### config.mk
export PLATFORM = sky130hd
export DESIGN_NAME = estat_flags_top
export DESIGN_NICKNAME = d
export VERILOG_FILES = /design/src/rtl/estat_pkg.sv /design/src/rtl/estat_mode_fsm.sv /design/src/rtl/estat_sector_hit.sv /design/src/rtl/estat_toggle_ff.sv /design/src/rtl/estat_flags_top.sv
export SDC_FILE = /design/constraint.sdc
export NUM_CORES = 1
export LEC_CHECK = 0
export BUFFER_PORTS_ARGS = -buffer_cell sky130_fd_sc_hd__buf_4
export CORE_AREA = 2 2 43 45
export CTS_CLUSTER_DIAMETER = 50
export DETAILED_ROUTE_END_ITERATION = 8
export DIE_AREA = 0 0 45 47
export REMOVE_ABC_BUFFERS = 1
export SLEW_MARGIN = 20
export SYNTH_ARGS = -nofsm -noshare
export SYNTH_HDL_FRONTEND = slang
export SYNTH_HIERARCHICAL = 1
export SYNTH_SLANG_ARGS = --single-unit
export TNS_END_PERCENT = 1
### constraint.sdc
create_clock -name clk -period 2.7 [get_ports clk]
set_clock_uncertainty 0.2 [all_clocks]
set_input_delay 0.27 -clock clk [delete_from_list [all_inputs] [get_ports clk]]
set_output_delay 0.27 -clock clk [all_outputs]
set_load 0.01 [all_outputs]
### src/rtl/estat_pkg.sv
package estat_pkg;

    typedef enum logic [2:0] {
        ST_IDLE    = 3'd0,
        ST_PROG    = 3'd1,
        ST_ERASE   = 3'd2,
        ST_SUSP_RD = 3'd3,
        ST_SUSP_PG = 3'd4
    } estat_state_e;

    localparam int MODE_W = 3;

endpackage

### src/rtl/estat_mode_fsm.sv
module estat_mode_fsm
    import estat_pkg::*;
(
    input  logic              clk,
    input  logic              rst_n,
    input  logic [MODE_W-1:0] mode_i,
    output estat_state_e      state_o
);

    estat_state_e state_q;
    estat_state_e state_d;

    // Next state: follow the requested mode; unknown codes fall back to idle
    always_comb begin
        unique case (mode_i)
            3'd1:    state_d = ST_PROG;
            3'd2:    state_d = ST_ERASE;
            3'd3:    state_d = ST_SUSP_RD;
            3'd4:    state_d = ST_SUSP_PG;
            default: state_d = ST_IDLE;
        endcase
    end

    always_ff @(posedge clk or negedge rst_n) begin
        if (!rst_n) state_q <= ST_IDLE;
        else        state_q <= state_d;
    end

    assign state_o = state_q;

endmodule

### src/rtl/estat_sector_hit.sv
module estat_sector_hit #(
    parameter int NUM_SECTORS = 8,
    localparam int SEC_W = $clog2(NUM_SECTORS)
) (
    input  logic [SEC_W-1:0]       sector_i,
    input  logic [NUM_SECTORS-1:0] mask_i,
    output logic                   hit_o
);

    logic [NUM_SECTORS-1:0] match;

    generate
        for (genvar s = 0; s < NUM_SECTORS; s++) begin : g_sec
            assign match[s] = mask_i[s] && (sector_i == SEC_W'(s));
        end
    endgenerate

    assign hit_o = |match;

endmodule

### src/rtl/estat_toggle_ff.sv
module estat_toggle_ff (
    input  logic clk,
    input  logic rst_n,
    input  logic clr_i,
    input  logic flip_i,
    output logic q_o
);

    logic q_q;

    always_ff @(posedge clk or negedge rst_n) begin
        if (!rst_n)      q_q <= 1'b0;
        else if (clr_i)  q_q <= 1'b0;
        else if (flip_i) q_q <= ~q_q;
    end

    assign q_o = q_q;

endmodule

### src/rtl/estat_flags_top.sv
module estat_flags_top
    import estat_pkg::*;
#(
    parameter int NUM_SECTORS = 8,
    localparam int SEC_W = $clog2(NUM_SECTORS)
) (
    input  logic                   clk,
    input  logic                   rst_n,
    input  logic [MODE_W-1:0]      mode_i,
    input  logic                   rd_stb_i,
    input  logic [SEC_W-1:0]       rd_sector_i,
    input  logic [NUM_SECTORS-1:0] erase_mask_i,
    input  logic                   prog_d7_i,
    input  logic                   arr_d7_i,
    input  logic                   arr_d6_i,
    input  logic                   arr_d2_i,
    output logic                   poll_o,
    output logic                   tog1_o,
    output logic                   tog2_o
);

    estat_state_e state;
    logic         stb_q;
    logic         rd_rise;
    logic         sec_hit;
    logic         flip1, flip2, clr_all;
    logic         t1_q, t2_q;

    estat_mode_fsm u_fsm (
        .clk     (clk),
        .rst_n   (rst_n),
        .mode_i  (mode_i),
        .state_o (state)
    );

    estat_sector_hit #(.NUM_SECTORS(NUM_SECTORS)) u_hit (
        .sector_i (rd_sector_i),
        .mask_i   (erase_mask_i),
        .hit_o    (sec_hit)
    );

    // Strobe edge detector
    always_ff @(posedge clk or negedge rst_n) begin
        if (!rst_n) stb_q <= 1'b0;
        else        stb_q <= rd_stb_i;
    end

    assign rd_rise = rd_stb_i && !stb_q;

    // Toggle qualification per state
    always_comb begin
        flip1   = 1'b0;
        flip2   = 1'b0;
        clr_all = 1'b0;
        unique case (state)
            ST_IDLE:    clr_all = 1'b1;
            ST_PROG:    flip1   = rd_rise;
            ST_ERASE: begin
                flip1 = rd_rise;
                flip2 = rd_rise && sec_hit;
            end
            ST_SUSP_RD: flip2   = rd_rise && sec_hit;
            ST_SUSP_PG: flip1   = rd_rise;
            default:    clr_all = 1'b1;
        endcase
    end

    estat_toggle_ff u_tog1 (
        .clk    (clk),
        .rst_n  (rst_n),
        .clr_i  (clr_all),
        .flip_i (flip1),
        .q_o    (t1_q)
    );

    estat_toggle_ff u_tog2 (
        .clk    (clk),
        .rst_n  (rst_n),
        .clr_i  (clr_all),
        .flip_i (flip2),
        .q_o    (t2_q)
    );

    // Output selection per state
    always_comb begin
        unique case (state)
            ST_IDLE: begin
                poll_o = arr_d7_i;
                tog1_o = arr_d6_i;
                tog2_o = arr_d2_i;
            end
            ST_PROG: begin
                poll_o = ~prog_d7_i;
                tog1_o = t1_q;
                tog2_o = 1'b1;
            end
            ST_ERASE: begin
                poll_o = 1'b0;
                tog1_o = t1_q;
                tog2_o = t2_q;
            end
            ST_SUSP_RD: begin
                poll_o = 1'b1;
                tog1_o = 1'b1;
                tog2_o = t2_q;
            end
            ST_SUSP_PG: begin
                poll_o = ~prog_d7_i;
                tog1_o = t1_q;
                tog2_o = 1'b1;
            end
            default: begin
                poll_o = arr_d7_i;
                tog1_o = arr_d6_i;
                tog2_o = arr_d2_i;
            end
        endcase
    end

endmodule

Word-level counts from Yosys, hierarchy flattened
Cells that the tools add are included.
{ "totals": {"ff_bits": 6, "in_bits": 21, "out_inout_bits": 3, "wordCells": 51} }
{ "op_classes": {"eq_ne": 17, "mux": 10, "n_bitwise": 3, "n_reduce_logical": 17} }
{ "ops": {"columns": ["op", "count"], "rows": [
  ["equality test 3 x 2 -> 1 bit, second input constant", 6],
  ["equality test 3 bit, second input constant", 6],
  ["case mux 3 bit (4 select lines)", 1],
  ["logical AND 1 bit", 10],
  ["equality test 3 x 1 -> 1 bit, second input constant", 3],
  ["OR reduction 8 bit", 1],
  ["two-way mux 1 bit", 6],
  ["!= test 2 x 1 -> 1 bit, second input constant", 2],
  ["case mux 1 bit (2 select lines)", 2],
  ["OR reduction 2 bit", 2],
  ["OR reduction 4 bit", 1],
  ["zero test 3 bit", 1],
  ["inverter 1 bit", 3],
  ["case mux 1 bit (3 select lines)", 1],
  ["OR reduction 3 bit", 1],
  ["zero test 1 bit", 1]
]} }

Logic depth before layout (Yosys ltp)
{ "logic_depth": {"word_depth": 7, "mapped_depth": 6, "ltp_nobuf": 6} }

Hierarchy
The synthesis kept the hierarchy.
{ "modules_own_cells": {"columns": ["mod", "instances", "cells_per_inst", "area_each_um2", "seq_area_each_um2"], "rows": [
  ["estat_flags_top", 1, 29, 219.0, 25.0],
  ["estat_mode_fsm", 1, 6, 105.1, 75.1],
  ["estat_toggle_ff", 2, 3, 37.5, 25.0],
  ["estat_sector_hit", 1, 3, 63.8, 0.0]
]} }

Worst setup path before layout
OpenSTA, ideal clock, no wires.
{ "synth_timing": {"path_kind": "input to register", "from": "input rd_sector_i[1]", "to": "register u_tog2.q_q, in the netlist u_tog2/q_o", "setup_time_ns": 0.119, "arrival_ns": 1.312, "t_required_ns": 2.381, "slack_ns": 1.069, "path_stages": 6, "path_buffers": 0, "path_cell_list": "mux4_1 > mux2_2 > inv_1 > nor4_1 > xnor2_1 > nor2_1"} }
{ "synth_between": {"elab_chain_cells": 6, "elab_cells_between_ends": 20, "cone_classes": "8 x eq/ne; 1 x mux; 11 x reduce/logical"} }
{ "synth_lines": {"columns": ["item", "line_no", "source"], "rows": [
  ["from (decl)", "estat_flags_top.sv:11", "input logic [SEC_W-1:0] rd_sector_i,"],
  ["equality test 3 x 1 -> 1 bit, or another cell as far along", "estat_sector_hit.sv:14", "assign match[s] = mask_i[s] && (sector_i == SEC_W'(s));"],
  ["logical AND 1 bit", "estat_sector_hit.sv:14", null],
  ["OR reduction 8 bit *", "estat_sector_hit.sv:18", "assign hit_o = |match;"],
  ["via sec_hit", "estat_flags_top.sv:25", "logic sec_hit;"],
  ["logical AND 1 bit *", "estat_flags_top.sv:60, estat_flags_top.sv:62", null],
  ["two-way mux 1 bit *", null, null],
  ["via flip2", "estat_flags_top.sv:26", "logic flip1, flip2, clr_all;"],
  ["!= test 2 x 1 -> 1 bit (no source line) *", null, null],
  ["to (signal assigned)", "estat_toggle_ff.sv:14", "else if (flip_i) q_q <= ~q_q;"],
  ["to (decl)", "estat_toggle_ff.sv:9", "logic q_q;"]
]} }
The timed path passes the listed nets; every way through them passes the cells marked *.
A chain may end at the register's enable or synchronous reset.

Worst setup path in the final report
{ "layout_timing": {"from": "register u_fsm.state_q[0], in the netlist u_fsm/state_o[0]", "to": "output tog1_o"} }
{ "layout_between": {"elab_chain_cells": 3, "elab_cells_between_ends": 6, "cone_classes": "4 x eq/ne; 1 x mux; 1 x reduce/logical"} }
{ "layout_lines": {"columns": ["item", "line_no", "source"], "rows": [
  ["from (decl)", "estat_mode_fsm.sv:10", "estat_state_e state_q;"],
  ["from (signal assigned)", "estat_mode_fsm.sv:26", "else state_q <= state_d;"],
  ["equality test 3 bit, or another cell as far along", "estat_flags_top.sv:86", "unique case (state)"],
  ["OR reduction 3 bit (no source line)", null, null],
  ["case mux 1 bit (2 select lines) *", "estat_flags_top.sv:86", null],
  ["to (decl)", "estat_flags_top.sv:18", "output logic tog1_o,"]
]} }
Mark *: on every way between the ends. The rest lies on a longest branch, timed or not.

==> flow_summary_export.csv <==
group,metric,value,unit
die,die_area,0.002115,mm²
synth,synth_cells,44,
detailed_routing,routedWlPerCell,11.18,µm
layout,area_delta_synth_final,49.73,%
layout,antenna-diode-count,0,
synth,synth_seq_cells,6,
layout,mostFrequentLayoutCell,"buf_4",
layout,ff_latch_area,150.1,µm²
detailed_routing,drc,0,
synth,synth_edf_count,0,
setup_path,critPathBufInv,1,
pwr,internal_power,194.5,µW
pwr,power_density,373.8,mW/mm²
synth,syn-cell-area,462.9,µm²
synth,synth_top_area_cell,"dfrtp_1",
global_route,busiest_layer,"met2",
global_route,grt_use_met3,0.05769,
global_route,grt_pass1_vias,420,
placement,post-place-ws,0.8948,ns
global_route,met2_usage,0.2286,
global_route,grt_first_pass_wirelength,1600,µm
synth,synth_top_area_share,0.3243,
layout,finalNetCount,94,
placement,gp_congestion,0.6106,
layout,final_cell_mix,"buf_4 (23), dfrtp_1 (6), dlygate4sd3_1 (4)",
timing,period_needed,1.919,ns
flow_run,cap_violations,0,
setup_path,critPathKind,"flop to output pin",
synth,synth_area_leaders,"dfrtp_1 (32%), mux4_1 (11%), mux2i_1 (4.3%)",
synth,synth_flop_cell,"dfrtp_1",
setup_path,worstPathArrival,1.45,ns
setup_path,crit_chain,"nor2b_1 > a2111oi_1 > a211oi_1 > buf_4",
synth,yosys.area_share.adder,0,
global_route,met1_usage,0.08706,
clocking,cts_resized,0,
setup_path,required,2.23,ns
setup_path,cp-start-kind,"flop",
timing,drv_slew,0,
synth,synth-xor-area-share,0.07568,
setup_path,critPathTopFamily,"flip-flops",
clocking,cts_max_level,1,
synth,synth.avg_cell_area,10.52,µm²
global_route,antenna_found_initial,0,
timing,fin_tns_setup,0,ns
layout,multi_input_area,275.3,µm²
layout,layout-drive-gt1-share,0.4648,
detailed_routing,antenna_left,0,
synth,yosys.area_share.simple,0.2135,
setup_path,path_max_fanout,10,
synth,ys_seq_area_frac,0.3243,
pwr,seqPwrFrac,0.396,
outcome,status,"finished clean",
die,row_count,15,
placement,portBuffers,23,
clocking,cts_num_sinks,6,
pwr,power_leakage,0.3337,nW
clocking,clk_pin_slew,0.04,ns
pwr,power.share.combinational,0.290,
setup_path,cp-end-kind,"output pin",
setup_path,crit_slowest_cell,"dfrtp_1",
placement,dp_hpwl,817.3,µm
pwr,vdd_drop_max,0.0002228,V
clocking,cts_tree,"done",
layout,nFillCells,173,
synth,yosys.cell_types.count,27,
timing,finalSetupViolCount,0,
timing,timing.final.ws_setup,0.7809,ns
clocking,clockBufferDepth,2,
detailed_routing,firstDrtPassIters,4,
timing,rsz0062_at_grt,"false",
clocking,cts_buffers,3,
hold_path,hold_path.class,"input port to flop",
timing,max_freq,521.1,MHz
die,die_y,47,µm
pwr,switching_power,64.63,µW
detailed_routing,vias_per_cell,4.830,
detailed_routing,wl,984,µm
setup_path,crit_path_max_incr_delay,0.52,ns
clocking,clockRootBuffer,"clkbuf_4",
global_route,grt_start_max_net_pins,11,
die,start_util,0.2803,
global_route,grt_usage,0.1157,
detailed_routing,vias,425,
die,core-area,0.001652,mm²
synth,synth_top_family_by_area,"simple AND/OR/NAND/NOR gates",
detailed_routing,drt_iter0_markers,4,
die,io_pins,24,
pwr,clkPwrFrac,0.314,
synth,ys_async_sr_fraction,1.000,
global_route,grt-ovfl-total,0,
timing,tightest_slew,0.3258,ns
timing,relSlewSlack,0.7808,
die,die_w,45,µm
clocking,clock_latency,0.24,ns
synth,yosys_warnings,6,
pwr,power_switching_share,0.2494,
timing,min_period_over_period,0.7108,
synth,muxShareOfSynthArea,0.1811,
timing,final_hold_viol_count,0,
synth,synth-compound-area-share,0.1243,
through the flow:
step	utilization	hold WS, ns	power (mW)	instance area [µm²]	std cells
6_report	0.4197	0.07663	0.2591	693.2	88
3_3_place_gp	0.3818	-0.1198	0.1733	630.6	81
4_1_cts	0.4197	0.07287	0.2641	693.2	88
3_5_place_dp	0.3818	-0.1183	0.1759	630.6	81
2_1_floorplan	-	-0.2256	0.1369	436.7	41
5_1_grt	0.4197	0.07881	0.2775	693.2	88
worst paths after layout:
path                                                  from                          to  slack (ns)  cells after the start
worst max-delay path            u_fsm/state_o[0]$_DFF_PN0_                      tog1_o        0.78                      4
worst min-delay path                             mode_i[1]  u_fsm/state_o[1]$_DFF_PN0_        0.08                      2
worst max register to register  u_fsm/state_o[0]$_DFF_PN0_      u_tog1/q_o$_DFFE_PN0P_        1.21                      5
worst min register to register      u_tog2/q_o$_DFFE_PN0P_      u_tog2/q_o$_DFFE_PN0P_        0.34                      2
max in group asynchronous                            rst_n  u_fsm/state_o[0]$_DFF_PN0_        2.02                      2
min in group asynchronous                            rst_n             stb_q$_DFF_PN0_        0.17                      2
state kept, by name (all words and copies together), names as in the netlist:
| register | count |
|---|---|
| u_tog2/q_o | 1 |
| u_fsm/state_o | 3 |
| u_tog1/q_o | 1 |
| stb_q | 1 |
worst reg2reg max path: stages, from the launching register on:
cell	delay, ns
dfrtp_1	0.48
o21ai_1	0.21
o21ai_0	0.11
nor3_1	0.19
xnor2_1	0.14
nor2_1	0.05
cells in the mapped netlist (all sizes together) (2+ instances only):
master,number
nand2,2
mux4,2
inv,3
o21ai,2
a21oi,2
and2b,2
nor2,3
buf,3
mux2i,2
xor2,2
dfrtp,6
xnor2,2
nand2b,3
cell families after synthesis:
group                     after synthesis
xor gates and xnor gates                4
and+or+nand+nor                        15
DFF                                     6
muxes                                   5
AOI/OAI and AO/OA                       8
buffers and inverters                   6
area by class of cell:
type	instances	share of cell area
clock buffers	3	0.03249
inverters	3	0.01625
multi-input cells	32	0.3971
flip-flops and latches	6	0.2166
well taps	17	0.03069
repair buffers	27	0.3069
metal layers:
metal	part of all wire	routed length (µm)
met1	0.33	325
met2	0.62	614
met3	0.046	45
met4	0	0
met5	0	0
power groups by stage:
stage | Combinational [mW] | Clock (mW) | Sequential, mW
after floorplan | 0.0349 | 0 | 0.102
after global placement | 0.0697 | 0 | 0.104
after detailed placement | 0.0720 | 0 | 0.104
after CTS | 0.0764 | 0.0851 | 0.103
after global routing | 0.0826 | 0.0913 | 0.104
final | 0.0751 | 0.0814 | 0.103
what timing repair did:
item | in CTS | in global routing
hold buffers | 4 | 0
buffers inserted | 0 | 0
hold endpoints to repair | 8 | 0
Power figures use the tool's default switching activity.
